[src/rtl/cbu_pkg.sv]
package cbu_pkg;
  typedef enum logic [1:0] {
    SEL_NEG = 2'd0,
    SEL_OVF = 2'd1,
    SEL_CRY = 2'd2,
    SEL_ZER = 2'd3
  } flag_sel_e;

  typedef enum logic [1:0] {
    KIND_PASS   = 2'd0,
    KIND_BRANCH = 2'd1,
    KIND_HALT   = 2'd2
  } op_kind_e;

  localparam int unsigned OPC_W   = 8;
  localparam logic [4:0]  BR_LOW  = 5'b10000;
  localparam logic [7:0]  OPC_BRK = 8'h00;
endpackage

[src/rtl/cbu_decode.sv]
module cbu_decode
  import cbu_pkg::*;
(
  input  logic [OPC_W-1:0] opcode,
  output op_kind_e         kind,
  output flag_sel_e        sel,
  output logic             want
);
  always_comb begin
    if (opcode[4:0] == BR_LOW)     kind = KIND_BRANCH;
    else if (opcode == OPC_BRK)    kind = KIND_HALT;
    else                           kind = KIND_PASS;
  end

  assign sel  = flag_sel_e'(opcode[7:6]);
  assign want = opcode[5];
endmodule

[src/rtl/cbu_cond.sv]
module cbu_cond
  import cbu_pkg::*;
(
  input  flag_sel_e sel,
  input  logic      want,
  input  logic      flag_n,
  input  logic      flag_v,
  input  logic      flag_c,
  input  logic      flag_z,
  output logic      cond_met
);
  logic picked;

  always_comb begin
    unique case (sel)
      SEL_NEG: picked = flag_n;
      SEL_OVF: picked = flag_v;
      SEL_CRY: picked = flag_c;
      default: picked = flag_z;
    endcase
  end

  assign cond_met = (picked == want);
endmodule

[src/rtl/cbu_target.sv]
module cbu_target
  import cbu_pkg::*;
#(
  parameter int unsigned PC_W = 16
) (
  input  op_kind_e         kind,
  input  logic             cond_met,
  input  logic [PC_W-1:0]  pc,
  input  logic [OPC_W-1:0] operand,
  output logic             taken,
  output logic [PC_W-1:0]  next_pc
);
  localparam int unsigned EXT_W = PC_W - OPC_W;

  function automatic logic [PC_W-1:0] sext_off(input logic [OPC_W-1:0] b);
    return {{EXT_W{b[OPC_W-1]}}, b};
  endfunction

  function automatic logic [PC_W-1:0] pc_plus(input logic [PC_W-1:0] p,
                                               input int unsigned n);
    return p + PC_W'(n);
  endfunction

  logic [PC_W-1:0] fall_pc;

  assign fall_pc = pc_plus(pc, 2);
  assign taken   = (kind == KIND_BRANCH) && cond_met;

  always_comb begin
    if (kind != KIND_BRANCH) next_pc = pc_plus(pc, 1);
    else if (cond_met)       next_pc = fall_pc + sext_off(operand);
    else                     next_pc = fall_pc;
  end
endmodule

[src/rtl/cbu_top.sv]
module cbu_top
  import cbu_pkg::*;
#(
  parameter int unsigned PC_W = 16
) (
  input  logic            clk,
  input  logic            rst_n,
  input  logic            req_valid,
  input  logic [7:0]      req_opcode,
  input  logic [7:0]      req_operand,
  input  logic [PC_W-1:0] req_pc,
  input  logic            flag_n,
  input  logic            flag_v,
  input  logic            flag_c,
  input  logic            flag_z,
  output logic            res_valid,
  output logic            res_taken,
  output logic [PC_W-1:0] res_next_pc,
  output logic            res_halt,
  output logic            res_pass
);
  op_kind_e        dec_kind;
  flag_sel_e       dec_sel;
  logic            dec_want;
  logic            cond_met;
  logic            is_branch;
  logic            comb_taken;
  logic [PC_W-1:0] comb_next;

  cbu_decode i_decode (
    .opcode (req_opcode),
    .kind   (dec_kind),
    .sel    (dec_sel),
    .want   (dec_want)
  );

  cbu_cond i_cond (
    .sel      (dec_sel),
    .want     (dec_want),
    .flag_n   (flag_n),
    .flag_v   (flag_v),
    .flag_c   (flag_c),
    .flag_z   (flag_z),
    .cond_met (cond_met)
  );

  cbu_target #(.PC_W(PC_W)) i_target (
    .kind     (dec_kind),
    .cond_met (cond_met),
    .pc       (req_pc),
    .operand  (req_operand),
    .taken    (comb_taken),
    .next_pc  (comb_next)
  );

  assign is_branch = (dec_kind == KIND_BRANCH);

  always_ff @(posedge clk or negedge rst_n) begin
    if (!rst_n) begin
      res_valid   <= 1'b0;
      res_taken   <= 1'b0;
      res_next_pc <= '0;
      res_halt    <= 1'b0;
      res_pass    <= 1'b0;
    end else begin
      res_valid <= req_valid;
      if (req_valid) begin
        res_taken   <= comb_taken;
        res_next_pc <= comb_next;
        res_halt    <= (dec_kind == KIND_HALT);
        res_pass    <= (dec_kind == KIND_PASS);
      end
    end
  end
endmodule

[config.mk]
export PLATFORM = sky130hd
export DESIGN_NAME = cbu_top
export DESIGN_NICKNAME = d
export VERILOG_FILES = /design/src/rtl/cbu_pkg.sv /design/src/rtl/cbu_decode.sv /design/src/rtl/cbu_cond.sv /design/src/rtl/cbu_target.sv /design/src/rtl/cbu_top.sv
export SDC_FILE = /design/constraint.sdc
export NUM_CORES = 1
export LEC_CHECK = 0
export BUFFER_PORTS_ARGS = -buffer_cell sky130_fd_sc_hd__buf_2
export CAP_MARGIN = 20
export CORE_ASPECT_RATIO = 1.5
export CORE_MARGIN = 2
export CORE_UTILIZATION = 47
export CTS_CLUSTER_DIAMETER = 50
export CTS_CLUSTER_SIZE = 40
export DETAILED_ROUTE_END_ITERATION = 12
export PLACE_DENSITY = 0.71
export SETUP_SLACK_MARGIN = 0.1
export SLEW_MARGIN = 0
export SYNTH_ARGS = -nofsm -noshare
export SYNTH_HDL_FRONTEND = slang
export SYNTH_HIERARCHICAL = 1
export SYNTH_SLANG_ARGS = --single-unit
export TNS_END_PERCENT = 30
[constraint.sdc]
create_clock -name clk -period 0.93 [get_ports clk]
set_clock_uncertainty 0.1 [all_clocks]
set_input_delay 0 -clock clk [delete_from_list [all_inputs] [get_ports clk]]
set_output_delay 0 -clock clk [all_outputs]
set_load 0.05 [all_outputs]
==> reports/metrics.yaml <==
status: "finished, violations left"
violations: "negative setup slack"
die_w_um: 63.42
cp-start-kind: "primary input"
ys_warn_count: 6
synth_largest_area_cell: "dfrtp_1"
port_buffers: 58
crit_cells: 15
cp_data_arrival_time_ns: 2.58
fmax_mhz: 395.7
die_h_um: 93.12
drt_first_pass_iters: 6
antenna_left: 0
grt_start_max_net_pins: 22
path_common_cell: "nor2_2"
drc: 0
grtUsageTotal_pct: 34.01
critPathRequiredTime_ns: 0.99
std_cell_rows: 32
ys_seq_area_share_pct: 20.11
ys.flop_type: "dfrtp_1"
finalWorstSetupSlack_ns: -1.597
drtIter0Drc: 356
relSlewSlack_pct: 65.29
antenna_cells: 0
dieArea_um2: 5905
cts_htree_levels: 1
crit_start: "req_pc[8]"
fillers: 207
netlist.area_leader.share_pct: 20.11
numCtsBuffers: 3
worst_pin_slew_ns: 0.5206
root_buffer: "clkbuf_8"
fp.coreArea_um2: 5125
slowest_stage: "ha_2"
synthArstFlopShare_pct: 100.0
cp_num_buf_inv: 2
slew_violations: 0
finalSetupViolations: 33
io_pins: 59
gr-total-overflow: 0
period_share_pct: 271.7
p_total_w: 0.004755
cellPowerDensity_nw_per_um2: 1040
rsz0062_at_grt: "yes"
clockBufferDepth: 2
period_minus_slack_ns: 2.527
drt-total-wl_um: 12860
crit_fanout: 4
antenna_found_initial: 0
grt_pass1_wl_um: 15840
min_path_type: "primary input to register"
critPathMaxStageDelay_ns: 0.36
postSynthAreaPerCell_um2: 8.436
clock_latency_ns: 0.26
end_kind: "register"
cts.sinks: 20
hold_viol_final: 0
grt_pass1_vias: 3210
cp_cell_sequence: "buf_2 -> nand2_2 -> nor3_4 -> nand3_2 -> nor2_2 -> xor2_1 -> ha_2 -> nor2_1 -> a211oi_2 -> buf_4 -> o221ai_2 -> nand2_1 -> nor2_2 -> xnor2_1 -> mux2_4"
synth_cells: 295
reg2regPathDepth: 1
syn_nets: 356
cts_tree: "yes"
place.gp.congestion: 0.9271
r2r-start: "res_next_pc[5]"
dp_hpwl_um: 5998
ir_drop_uv: 573.7
drive_gt1_share_pct: 63.17
reg2reg_setup_slack_ns: -0.02
area_growth_pct: 83.81
yosysUniqueCellTypes: 54
via_per_inst: 6.641
crit_path_end: "res_next_pc[15]"
clkSlewWorstSetupHoldPaths_ns: 0.09
nets: 510
p_leak_nw: 2.008
initial_core_util_pct: 48.56
netlist_area_um2: 2489
synth_area_leaders: "dfrtp_1 (20%), mux2_4 (11%), ha_1 (11%)"
wire_per_inst_um: 24.91
path_delay_family: "simple AND/OR/NAND/NOR gates"
critical_path_class: "primary input to register"
synth-seq-cells: 20
final.setup.tns_ns: -17.95
maxCapViolCount: 0
vias: 3427
synth-edff-count: 0
r2r-end: "res_next_pc[5]"
-- cells in the mapped netlist (5+ instances only) --
cell type	number
nor2_1	27
a21oi_1	26
nand2_1	25
o21ai_0	22
ha_1	21
dfrtp_1	20
mux2_4	18
xnor2_1	17
xor2_1	15
nand3_1	11
a211oi_1	9
nor3_1	8
inv_1	7
nor4_1	6
clkbuf_1	5
nand4_1	5
-- metal layers --
layer | vias up | track usage, % | part of all wire [%]
li1 | 1382 | - | -
met2 | 296 | 64.39 | 50
met5 | - | 0 | 0
met3 | 129 | 3.369 | 6.8
met1 | 1620 | 35.78 | 33
met4 | 0 | 19.57 | 9.9
-- worst min path at each step --
stage / end / from / cells after the start / slack [ns]
after floorplan: res_halt / rst_n / 0 / -0.40
after detailed placement: res_next_pc[11] / rst_n / 1 / -0.13
after global routing: res_next_pc[15] / req_pc[15] / 3 / 0.04
after global placement: res_next_pc[10] / rst_n / 1 / -0.14
final: res_next_pc[15] / req_pc[15] / 3 / 0.04
after CTS: res_next_pc[15] / req_pc[15] / 3 / 0.006
-- per-stage QoR --
step / instances / util [%] / hold WS, ns / area [µm²] / setup slack [ns]
global route: 516 / 89.26 / 0.03680 / 4574 / -1.593
finish: 516 / 89.26 / 0.03610 / 4574 / -1.597
floorplan: 295 / - / -0.3956 / 2557 / -1.453
global placement: 496 / 68.63 / -0.1397 / 3517 / -1.826
detailed placement: 496 / 68.63 / -0.1310 / 3517 / -1.824
CTS: 515 / 84.08 / 0.006010 / 4309 / -1.288
-- kinds of logic (layout without fill, tap and decap cells) --
group | Yosys count | in the layout | share of synthesized area, %
multiplexers | 19 | 19 | 11.76
buffers and inverters | 21 | 174 | 4.374
adder cells (fa/ha/maj) | 22 | 22 | 11.36
XOR/XNOR | 32 | 32 | 11.26
flip-flops | 20 | 20 | 20.11
AND/OR/NAND/NOR | 103 | 103 | 21.72
AO/OA/AOI/OAI | 78 | 78 | 19.41
-- state kept, by name (all words and copies together) (netlist names) --
name / count
res_next_pc: 16
res_pass: 1
res_halt: 1
res_taken: 1
res_valid: 1
-- area by class of cell --
type	instances	area [µm²]	area share, %
multi-input combinational	254	2517	55.03
timing repair buffer	162	1383	30.22
sequential	20	500.5	10.94
tap	68	85.08	1.860
clock buffer	4	55.05	1.204
inverter	8	33.78	0.7385
-- cell usage in the layout, fill, tap and decap left out, types with 4 or more instances in the layout --
| cell | count |
|---|---|
| o21ai_1 | 13 |
| inv_1 | 7 |
| nand2_1 | 15 |
| clkbuf_8 | 4 |
| a21oi_1 | 16 |
| o21ai_2 | 4 |
| dfrtp_1 | 20 |
| buf_2 | 25 |
| a211oi_2 | 5 |
| buf_8 | 8 |
| xor2_2 | 4 |
| buf_6 | 37 |
| xnor2_2 | 8 |
| xor2_1 | 11 |
| mux2_4 | 18 |
| a21oi_2 | 10 |
| nor2_2 | 6 |
| nor3_1 | 4 |
| nand3_2 | 4 |
| xnor2_1 | 8 |
| nor2_1 | 20 |
| nand4_1 | 5 |
| nor4_4 | 4 |
| ha_4 | 10 |
| buf_4 | 88 |
| nand2_2 | 7 |
| ha_1 | 10 |
| nand3_1 | 7 |
-- what timing repair did --
action | in CTS | in global routing
gates resized for setup | 155 | 49
endpoints found under the hold margin | 21 | 0
cloned | 0 | 0
setup endpoints to repair | 38 | 39
pin swaps | 65 | 24
setup buffers | 14 | 1
hold buffers | 2 | 0
-- worst min-delay path: stages --
cell	delay, ns
buf_2	0.10
xnor2_1	0.13
mux2_4	0.15
-- where the power goes --
group / switching [W] / total [W] / internal [W]
sequential: 0.0000930 / 0.00105 / 0.000959
combinational: 0.00159 / 0.00300 / 0.00142
clock: 0.000321 / 0.000698 / 0.000377
No activity file was read; power rests on OpenSTA's default activity.
